`src/rtl/seg_pkg.sv`:
```
package seg_pkg;
    typedef enum logic [0:0] {
        CFG_OPEN   = 1'b0,
        CFG_LOCKED = 1'b1
    } cfg_state_t;
endpackage

```
`src/rtl/seg_port_decode.sv`:
```
module seg_port_decode #(
    parameter int          IO_W    = 8,
    parameter logic [7:0]  IO_BASE = 8'h40
) (
    input  logic            io_wr,
    input  logic [IO_W-1:0] io_addr,
    output logic            bank_we,
    output logic            bnd_we
);
    localparam logic [IO_W-1:0] BANK_PORT = IO_W'(IO_BASE);
    localparam logic [IO_W-1:0] BND_PORT  = IO_W'(IO_BASE) + IO_W'(1);

    always_comb begin
        bank_we = io_wr && (io_addr == BANK_PORT);
        bnd_we  = io_wr && (io_addr == BND_PORT);
    end
endmodule

```
`src/rtl/seg_bank_reg.sv`:
```
module seg_bank_reg #(
    parameter int DATA_W = 8,
    parameter int BANK_W = 3
) (
    input  logic              clk,
    input  logic              rst_n,
    input  logic              bank_we,
    input  logic [DATA_W-1:0] wdata,
    output logic [BANK_W-1:0] bank
);
    generate
        if (DATA_W > BANK_W) begin : g_wide
            logic unused_hi;
            assign unused_hi = ^wdata[DATA_W-1:BANK_W];
        end
    endgenerate

    always_ff @(posedge clk) begin
        if (!rst_n)
            bank <= '0;
        else if (bank_we)
            bank <= wdata[BANK_W-1:0];
    end
endmodule

```
`src/rtl/seg_cfg.sv`:
```
module seg_cfg
    import seg_pkg::*;
#(
    parameter int DATA_W = 8,
    parameter int PAGE_W = 8
) (
    input  logic              clk,
    input  logic              rst_n,
    input  logic              bnd_we,
    input  logic [DATA_W-1:0] wdata,
    output logic [PAGE_W:0]   boundary,
    output logic              locked
);
    localparam logic [PAGE_W:0] ALL_BANKED = {1'b1, {PAGE_W{1'b0}}};

    cfg_state_t state, state_nx;
    logic       load_bnd;

    generate
        if (DATA_W > PAGE_W) begin : g_wide
            logic unused_hi;
            assign unused_hi = ^wdata[DATA_W-1:PAGE_W];
        end
    endgenerate

    always_ff @(posedge clk) begin
        if (!rst_n)
            state <= CFG_OPEN;
        else
            state <= state_nx;
    end

    always_comb begin
        state_nx = state;
        load_bnd = 1'b0;
        locked   = 1'b0;
        unique case (state)
            CFG_OPEN: begin
                if (bnd_we) begin
                    load_bnd = 1'b1;
                    state_nx = CFG_LOCKED;
                end
            end
            CFG_LOCKED: begin
                locked = 1'b1;
            end
            default: state_nx = CFG_OPEN;
        endcase
    end

    always_ff @(posedge clk) begin
        if (!rst_n)
            boundary <= ALL_BANKED;
        else if (load_bnd)
            boundary <= {1'b0, wdata[PAGE_W-1:0]};
    end
endmodule

```
`src/rtl/seg_xlate.sv`:
```
module seg_xlate #(
    parameter int ADDR_W = 16,
    parameter int BANK_W = 3
) (
    input  logic [ADDR_W-1:0]        cpu_addr,
    input  logic [BANK_W-1:0]        bank,
    input  logic [ADDR_W-8:0]        boundary,
    output logic [BANK_W+ADDR_W-1:0] phys_addr,
    output logic                     is_common
);
    localparam int PAGE_W = ADDR_W - 8;

    logic [PAGE_W:0] page;

    always_comb begin
        page      = {1'b0, cpu_addr[ADDR_W-1 -: PAGE_W]};
        is_common = (page >= boundary);
        phys_addr = {(is_common ? {BANK_W{1'b0}} : bank), cpu_addr};
    end
endmodule

```
`src/rtl/mem_segmenter.sv`:
```
module mem_segmenter #(
    parameter int         ADDR_W  = 16,
    parameter int         BANK_W  = 3,
    parameter int         DATA_W  = 8,
    parameter int         IO_W    = 8,
    parameter logic [7:0] IO_BASE = 8'h40
) (
    input  logic                     clk,
    input  logic                     rst_n,
    input  logic                     io_wr,
    input  logic [IO_W-1:0]          io_addr,
    input  logic [DATA_W-1:0]        io_wdata,
    input  logic [ADDR_W-1:0]        cpu_addr,
    output logic [BANK_W+ADDR_W-1:0] phys_addr,
    output logic                     is_common
);
    localparam int PAGE_W = ADDR_W - 8;

    logic              bank_we;
    logic              bnd_we;
    logic [BANK_W-1:0] cur_bank;
    logic [PAGE_W:0]   boundary;
    logic              cfg_locked;

    seg_port_decode #(.IO_W(IO_W), .IO_BASE(IO_BASE)) u_dec (
        .io_wr   (io_wr),
        .io_addr (io_addr),
        .bank_we (bank_we),
        .bnd_we  (bnd_we)
    );

    seg_bank_reg #(.DATA_W(DATA_W), .BANK_W(BANK_W)) u_bank (
        .clk     (clk),
        .rst_n   (rst_n),
        .bank_we (bank_we),
        .wdata   (io_wdata),
        .bank    (cur_bank)
    );

    seg_cfg #(.DATA_W(DATA_W), .PAGE_W(PAGE_W)) u_cfg (
        .clk      (clk),
        .rst_n    (rst_n),
        .bnd_we   (bnd_we),
        .wdata    (io_wdata),
        .boundary (boundary),
        .locked   (cfg_locked)
    );

    seg_xlate #(.ADDR_W(ADDR_W), .BANK_W(BANK_W)) u_xl (
        .cpu_addr  (cpu_addr),
        .bank      (cur_bank),
        .boundary  (boundary),
        .phys_addr (phys_addr),
        .is_common (is_common)
    );
endmodule

```
`config.mk`:
```
export PLATFORM = sky130hd
export DESIGN_NAME = mem_segmenter
export DESIGN_NICKNAME = d
export VERILOG_FILES = /design/src/rtl/seg_pkg.sv /design/src/rtl/seg_port_decode.sv /design/src/rtl/seg_bank_reg.sv /design/src/rtl/seg_cfg.sv /design/src/rtl/seg_xlate.sv /design/src/rtl/mem_segmenter.sv
export SDC_FILE = /design/constraint.sdc
export NUM_CORES = 1
export LEC_CHECK = 0
export BUFFER_PORTS_ARGS = -buffer_cell sky130_fd_sc_hd__buf_4
export CAP_MARGIN = 25
export CORE_MARGIN = 2
export CORE_UTILIZATION = 40
export CTS_BUF_LIST = sky130_fd_sc_hd__clkbuf_2 sky130_fd_sc_hd__clkbuf_4 sky130_fd_sc_hd__clkbuf_8
export DETAILED_ROUTE_END_ITERATION = 10
export PLACE_DENSITY = 0.77
export SETUP_SLACK_MARGIN = 0.1
export SLEW_MARGIN = 10
export SYNTH_ARGS = -nofsm -noshare
export SYNTH_HDL_FRONTEND = slang
export SYNTH_HIERARCHICAL = 1
export SYNTH_SLANG_ARGS = --single-unit
```
`constraint.sdc`:
```
create_clock -name clk -period 1.6 [get_ports clk]
set_input_delay 0.08 -clock clk [delete_from_list [all_inputs] [get_ports clk]]
set_output_delay 0.08 -clock clk [all_outputs]
set_load 0.01 [all_outputs]
```
* Word-level counts from Yosys, hierarchy flattened
Cells that the tools add are included. W data, S select, Z words.
Operators by class: equal/unequal tests 2, reduce and logical (&&, ||, !) cells 2, muxes and demuxes 4, $lt $le $gt $ge 1
Operators by type and width (count):
- $eq A8 B7 Y1 const B | 2
- $ge A8 B9 Y1 | 1
- $mux W1 | 3
- $mux W3 | 1
- $logic_and A1 B1 Y1 | 2
Storage, ports and cells: bits of input ports 35, word-level logic and storage cells 12, register bits after elaboration 13, output and inout port bits 20

* Logic depth before layout (Yosys ltp)
Gate-level depths: netlist of the first run.
depth in word-level cells 4, depth in mapped cells 5, depth with buffers taken out 5

* Cells and area by module
Netlist of the first run, hierarchy kept.
By module, submodules not included:
- seg_cfg | instances 1, seq. area each 200.2 um2, area an instance 400.4 um2, cells each 41
- seg_xlate | instances 1, seq. area each 0.0 um2, area an instance 365.4 um2, cells each 49
- seg_bank_reg | instances 1, seq. area each 60.1 um2, area an instance 108.9 um2, cells each 9
- seg_port_decode | instances 1, seq. area each 0.0 um2, area an instance 32.5 um2, cells each 5

* Least setup slack after synthesis of the first run
Ideal clock, no wire load.
path kind reg-to-output, from register u_cfg.boundary[7], to output phys_addr[16], data required time 1520 ps, arrival time 1370 ps, buffers on the path 0, path slack 150 ps, stages on the path, launching flop included 6, cell sequence dfxtp_1 > inv_1 > ha_1 > and4b_1 > and3_4 > a211oi_1
On the way: longest elaborated chain between the ends 2
Ends and longest elaborated chain:
- from (decl) | line seg_cfg.sv:11 | output logic [PAGE_W:0] boundary,
- from (signal assigned) | line seg_cfg.sv:55 | boundary <= {1'b0, wdata[PAGE_W-1:0]};
- $ge A8 B9 Y1 | line seg_xlate.sv:17 | is_common = (page >= boundary);
- $mux W3 | line seg_xlate.sv:18 | phys_addr = {(is_common ? {BANK_W{1'b0}} : bank), cpu_addr};
- to (decl) | line mem_segmenter.sv:14 | output logic [BANK_W+ADDR_W-1:0] phys_addr,
Every way passes these cells.

* Final worst setup path of the first run
from register u_cfg.boundary[7], to output phys_addr[17]
The elaborated chain is that of the path after synthesis.

==> summary.txt, run 1 <==
Status
  • Outcome: finished, violations left
  • Failing checks: negative setup slack

Yosys
  • Top cell type's share of synthesized area: 28.7%
  • Yosys reg bits: 13
  • Synthesis warning total: 6
  • Dominant cells by area after synthesis: dfxtp_1 (29%), buf_4 (14%), mux2i_1 (12%)
  • Library cells used by synthesis: 23
  • Syn_nets: around 150
  • Synth Instances: 104
  • Area leader, netlist: dfxtp_1
  • Post-Syn Area: 907 um2
  • Average cell area after synthesis: 8.72 um2
  • Post-synthesis sequential area ratio: 28.7%

STA
  • Tcrit/Tclk final: 107%
  • Setup Skew: 0.00518 ns
  • Worst Slack Setup Final: -0.116 ns
  • # setup viols final: 4
  • Final Max Tran Viols: 0
  • Tmin final: 1.72 ns
  • Slew Limit Headroom: about four fifths
  • FMAX: a little under 0.6 GHz
  • Final Hold Fails: 0
  • Slew of the pin with the lowest slew margin: 0.320 ns
  • RSZ-0062 raised after global routing: yes

Global route
  • Initial antenna violation count: 0
  • Total Routing Usage GR: between 10% and 20%
  • Vias in the first global route: 752
  • Largest net degree at the start of global routing: 22
  • GRT overflow: 0
  • First-pass GRT wire length: around 3000 um

Min path
  • Worst hold path type: input pin to register
  • Min-delay src: io_wdata[5]

Die
  • I/O pin total: 55
  • Rows: 17
  • Area of the die: 2660 um2
  • Die H: slightly above 50 um
  • DIE WIDTH: 51.6 um
  • Initial core utilization: 41.8%
  • Core box area: 2170 um2

Layout
  • Area delta synth->final: 33.4%
  • Filler cell count: 205
  • Fraction of layout cells with a size suffix above 1: between 50% and 60%
  • Final #Nets: 174
  • Final Instance Count excl. Fillers: ~160
  • Diode count: 0

Setup path
  • RR Endpoint: u_cfg/boundary[1]
  • Reg-to-reg slack, setup: around 0.66 ns
  • Critical Path Start Type: register
  • Crit path capture: phys_addr[17]
  • Kind of critical path: register to output pin
  • Crit path launch: u_cfg/boundary[7]
  • CP Capture Type: output pin
  • Critical path data arrival time: 1.64 ns
  • R2R depth: 2
  • WP data required: about 1.5 ns
  • Crit Path Max Fanout: 4
  • RR Startpoint: u_cfg/state

Drt
  • DR WL/cell: 11.5 um
  • Post-route ant nets: 0
  • DRT iter0 DRCs: 12
  • Pre-antenna DRT Iters: 4
  • Via/cell ratio: between 4 and 5
  • Residual DRC count: 0
  • Via Count: 737
  • Wirelength, routed: roughly 1800 um

Run
  • Max-cap violations: 0

Place
  • IO buf count: 38
  • Cells after DPL: 152
  • Detailed placer's ending HPWL: between 1000 and 1500 um
  • Routability cong.: 0.725

Pwr
  • PwrDens: 543 nW/um2
  • Peak supply drop: 440 uV
  • P_leak: 0.513 nW
  • Tot Pwr: 0.657 mW

CTS
  • CTS buffer count: 3
  • CTS tree: built
  • Clock tree sinks: 13
  • Clk slew on worst S/H paths: 0.07 ns
  • Clk_lat worst skew: 0.26 ns
  • CTS max path bufs: 2
  • Hold_buf cts: 0
  • Htree depth: 1
  • Root buf cell: clkbuf_4
[cells by family after synthesis]
kind of cell	count (synthesis)	share of synthesized area [%]
flip-flops	13	28.7
buffers and inverters	32	21.9
adder cells (fa/ha/maj)	8	11.0
multiplexers	11	12.1
AND/OR/NAND/NOR	28	16.8
AO/OA/AOI/OAI	12	9.38
[critical path, cell delays in order, from the launching register on]
cell,delay [ns]
dfxtp_2,0.34
inv_2,0.05
ha_4,0.20
and4b_1,0.23
and3_4,0.21
a211oi_2,0.19
buf_4,0.15
[cells in the mapped netlist]
| master | count |
|---|---|
| buf_4 | 17 |
| nand2_1 | 17 |
| dfxtp_1 | 13 |
| inv_1 | 13 |
| mux2i_1 | 11 |
| ha_1 | 8 |
| a211oi_1 | 4 |
| nor2b_1 | 4 |
| buf_6 | 2 |
| nor3_1 | 2 |
| a21o_1 | 1 |
| a21o_2 | 1 |
| a21oi_1 | 1 |
| and3_4 | 1 |
| and4b_1 | 1 |
| nand4bb_1 | 1 |
| nor2b_4 | 1 |
| o21a_1 | 1 |
| o21ai_0 | 1 |
| o21ai_1 | 1 |
| o21bai_1 | 1 |
| o2bb2ai_1 | 1 |
| or4_1 | 1 |
[power by group]
group	switching, mW	internal [mW]
Sequential	0.000296	0.324
Combinational	0.0485	0.0752
Clock	0.0965	0.113
[repair_timing]
action / CTS / global route
setup buffers: 1 / 1
endpoints found under the hold margin: 0 / 0
endpoints found under the setup margin: 4 / 4
gates resized for setup: 15 / 3
pin swaps: 8 / 6
[area by class of cell]
cell class | instances | area [um2] | share of cell area, %
repair buffers | 41 | 312 | 25.7
multi-input cells | 59 | 519 | 42.9
inverters | 13 | 48.8 | 4.03
flip-flops and latches | 13 | 265 | 21.9
clock buffers | 4 | 30.0 | 2.48
well taps | 28 | 35.0 | 2.90
[registers in the layout (all words and copies together) (netlist names)]
name,cells
u_cfg/state,1
u_bank/bank,3
u_cfg/boundary,9
[worst min-delay path by stage]
| stage | slack [ns] | cells after the start | end |
|---|---|---|---|
| 3_3_place_gp | 0.16 | 0 | phys_addr[5] |
| 5_1_grt | 0.07 | 3 | u_cfg/boundary[7] |
| 3_5_place_dp | 0.16 | 0 | phys_addr[5] |
| 6_report | 0.07 | 3 | u_cfg/boundary[5] |
| 2_1_floorplan | 0.21 | 1 | u_bank/bank[0] |
| 4_1_cts | 0.06 | 3 | u_cfg/boundary[6] |
[per-layer routing]
layer	track usage [%]	vias to the layer above	wire [um]	part of all wire, %
met4	7.89	0	31	1.7
met1	16.1	321	715	39
met5	0	-	0	0
met3	3.16	6	157	8.7
met2	27.1	31	909	50
li1	-	379	-	-
[through the flow]
stage	util [%]	setup TNS (ns)	cell area (um2)	hold slack, ns	setup WS [ns]
floorplan	-	0	907	0.208	0.150
global placement	50.0	-0.0239	1080	0.160	-0.00386
detailed placement	50.0	-0.227	1080	0.160	-0.0519
CTS	55.0	-0.440	1190	0.0642	-0.120
global route	55.8	-0.672	1210	0.0678	-0.178
finish	55.8	-0.394	1210	0.0691	-0.116
[cell usage in the layout (no fill, tap or decap), types with 2 or more instances in the layout]
master	count
ha_1	5
nor3_1	2
inv_1	10
nor2b_1	4
dfxtp_2	4
a211oi_2	4
mux2i_1	11
ha_4	3
inv_2	3
buf_4	40
clkbuf_4	4
dfxtp_1	9
nand2_1	17
(Power assumes the default switching activity.)
==> inputs of run 2 (changes only) <==
GPL_TIMING_DRIVEN = 0   (was default)
==> summary.txt, run 2 (synthesis gave the netlist of run 1 again) <==
Status
  • Outcome: finished, violations left (unchanged)
  • Failing checks: negative setup slack (unchanged)

Global route
  • GRT overflow: 0 (unchanged)
  • M3 GR Usage: 2.59% (was 3.16%)
  • Largest net degree at the start of global routing: 11 (was 22)
  • Vias in the first global route: 752 (unchanged)
  • Grt peak-use layer: met2 (unchanged)
  • First-pass GRT wire length: 3120 um (was 2970 um)
  • Total Routing Usage GR: 15.4% (was 15.0%)
  • Met1 GRT Util: 18.2% (was 16.1%)
  • Initial antenna violation count: 0 (unchanged)
  • GRT met2 Usage: 27.8% (was 27.1%)

Place
  • IO buf count: 46 (was 38)
  • Detailed placer's ending HPWL: 1620 um (was 1490 um)
  • Routability cong.: 0.748 (was 0.725)
  • Pre-CTS setup slack: -0.00449 ns (was -0.0519 ns)

STA
  • Slew Limit Headroom: 65.0% (was 78.6%)
  • Final Max Tran Viols: 0 (unchanged)
  • Tcrit/Tclk final: 107% (about the same)
  • Slew of the pin with the lowest slew margin: 0.522 ns (was 0.320 ns)
  • Final Hold Fails: 0 (unchanged)
  • # setup viols final: 4 (unchanged)
  • RSZ-0062 raised after global routing: yes (unchanged)
  • Worst Slack Setup Final: -0.119 ns (was -0.116 ns)
  • Setup Skew: 0.00160 ns (was 0.00518 ns)
  • FMAX: 0.582 GHz (was 0.583 GHz)
  • Tmin final: 1.72 ns (about the same)

Layout
  • Area delta synth->final: 56.4% (was 33.4%)
  • Max FFs per register: 9 (unchanged)
  • Final #Nets: 198 (was 174)
  • Filler cell count: 188 (was 205)
  • Commonest non-fill, non-tap cell in the layout: buf_4 (unchanged)
  • Fraction of layout cells with a size suffix above 1: 59.1% (was 50.0%)
  • Diode count: 0 (unchanged)
  • Reg with most FFs: u_cfg/boundary (unchanged)
  • Most frequent cells in the layout: buf_4 (62), nand2_1 (17), mux2i_1 (11), inv_1 (10), dfxtp_1 (8) (was buf_4 (40), nand2_1 (17), mux2i_1 (11), inv_1 (10), dfxtp_1 (9))
  • Top Registers: u_cfg/boundary (9), u_bank/bank (3), u_cfg/state (1) (unchanged)

Drt
  • Residual DRC count: 0 (unchanged)
  • Post-route ant nets: 0 (unchanged)
  • DRT iter0 DRCs: 9 (was 12)
  • Wirelength, routed: 2030 um (was 1810 um)
  • Via Count: 842 (was 737)
  • Pre-antenna DRT Iters: 3 (was 4)
  • DR WL/cell: 11.2 um (was 11.5 um)
  • Via/cell ratio: 4.63 (was 4.66)

Setup path
  • WP buf/inv: 2 (unchanged)
  • R2R depth: 3 (was 2)
  • Critical path data arrival time: 1.64 ns (about the same)
  • Reg-to-reg slack, setup: 0.75 ns (was 0.66 ns)
  • CP max stage cell: dfxtp_2 (unchanged)
  • Crit Path Max Fanout: 4 (unchanged)
  • RR Endpoint: u_cfg/boundary[7] (was u_cfg/boundary[1])
  • Cell Chain, Critical Path: inv_2 > ha_4 > and4b_1 > and3_4 > a211oi_2 > buf_4 (unchanged)
  • Max stage delay on crit path: 0.34 ns (about the same)
  • CP top delay family: simple AND/OR/NAND/NOR gates (unchanged)
  • WP data required: 1.52 ns (about the same)
  • Critical Path Start Type: register (unchanged)
  • CP Capture Type: output pin (unchanged)
  • RR Startpoint: u_cfg/state (unchanged)
  • Kind of critical path: register to output pin (unchanged)

Min path
  • Worst hold path type: input pin to register (unchanged)
  • Worst Hold Depth: 2 (was 3)
  • Min-delay src: rst_n (was io_wdata[5])
  • Hold path endpoint: u_bank/bank[1] (was u_cfg/boundary[5])

Die
  • DIE WIDTH: 51.6 um (unchanged)
  • Rows: 17 (unchanged)
  • Die H: 51.6 um (unchanged)
  • Initial core utilization: 41.8% (unchanged)
  • I/O pin total: 55 (unchanged)
  • Area of the die: 2660 um2 (unchanged)
  • Core box area: 2170 um2 (unchanged)

CTS
  • Clk_lat worst skew: 0.26 ns (about the same)
  • Clock tree sinks: 13 (unchanged)
  • Htree depth: 1 (unchanged)
  • Post CTS Setup Buffer Count: 0 (was 1)
  • Hold_buf cts: 0 (unchanged)
  • CTS buffer count: 3 (unchanged)
  • Root buf cell: clkbuf_4 (unchanged)
  • CTS tree: built (unchanged)
  • CTS max path bufs: 2 (unchanged)
  • Clk slew on worst S/H paths: 0.08 ns (was 0.07 ns)

Pwr
  • Sw Ratio: 23.0% (was 22.1%)
  • Psw: 0.166 mW (was 0.145 mW)
  • PwrDens: 507 nW/um2 (was 543 nW/um2)
  • Tot Pwr: 0.719 mW (was 0.657 mW)
  • P_leak: 0.632 nW (was 0.513 nW)
  • Peak supply drop: 479 uV (was 440 uV)
  • Int Pwr: 0.554 mW (was 0.512 mW)
  • Clk pwr share: 29.4% (was 31.9%)
  • Flop pwr share: 45.0% (was 49.3%)
  • Comb pwr share: 25.6% (was 18.8%)

Run
  • Max-cap violations: 0 (unchanged)
-- run 2: changes by cell type in the layout (fill, tap and decap cells not counted) --
cell,before,now
buf_4,40,62
buf_6,1,3
dfxtp_1,9,8
dfxtp_2,4,5
ha_1,5,4
ha_4,3,4
o21ai_2,1,0
o21ai_4,0,1
-- run 2: worst max-delay path by stage --
stage	cells after the start	slack, ns	end	from
3_5_place_dp	5	-0.004	u_bank/bank[2]	io_addr[1]
4_1_cts	6	-0.11	phys_addr[17]	u_cfg/boundary[5]
3_3_place_gp	5	-0.02	u_bank/bank[0]	io_addr[1]
2_1_floorplan	5	0.15	phys_addr[16]	u_cfg/boundary[7]
5_1_grt	6	-0.19	phys_addr[18]	u_cfg/boundary[7]
6_report	6	-0.12	phys_addr[18]	u_cfg/boundary[7]
-- run 2: stage by stage --
step                util (%)  hold slack [ns]  std cells  setup TNS, ns  instance area [um2]
CTS                     64.2           0.0472        182         -0.419                 1390
detailed placement      59.3            0.324        178        -0.0137                 1290
global route            65.4           0.0582        182         -0.599                 1420
floorplan                  -            0.208        104              0                  907
finish                  65.4           0.0479        182         -0.354                 1420
global placement        59.3            0.313        178        -0.0448                 1290
-- run 2: what timing repair did --
action | CTS | global route
hold endpoints to repair | 0 | 0
gates resized for setup | 17 | 4
pin swaps | 5 | 6
setup endpoints to repair | 4 | 4
-- run 2: cell type report --
class / instances / area, um2 / share of cell area, %
buffer: 19 / 150 / 10.6
clock buffer: 4 / 30.0 / 2.12
inverter: 13 / 48.8 / 3.44
multi-input combinational: 59 / 539 / 38.0
sequential: 13 / 267 / 18.8
tap: 28 / 35.0 / 2.47
timing repair buffer: 46 / 349 / 24.6
-- run 2: layer usage --
metal,up-vias,part of all wire (%)
li1,427,-
met1,378,41
met2,37,50
met3,0,8.0
met4,0,0
met5,-,0
-- run 2: power by group through the flow --
stage	combinational [mW]	clock (mW)	sequential (mW)
2_1_floorplan	0.0754	0	0.331
3_3_place_gp	0.162	0	0.332
3_5_place_dp	0.168	0	0.332
4_1_cts	0.180	0.216	0.324
5_1_grt	0.200	0.233	0.324
6_report	0.184	0.212	0.324
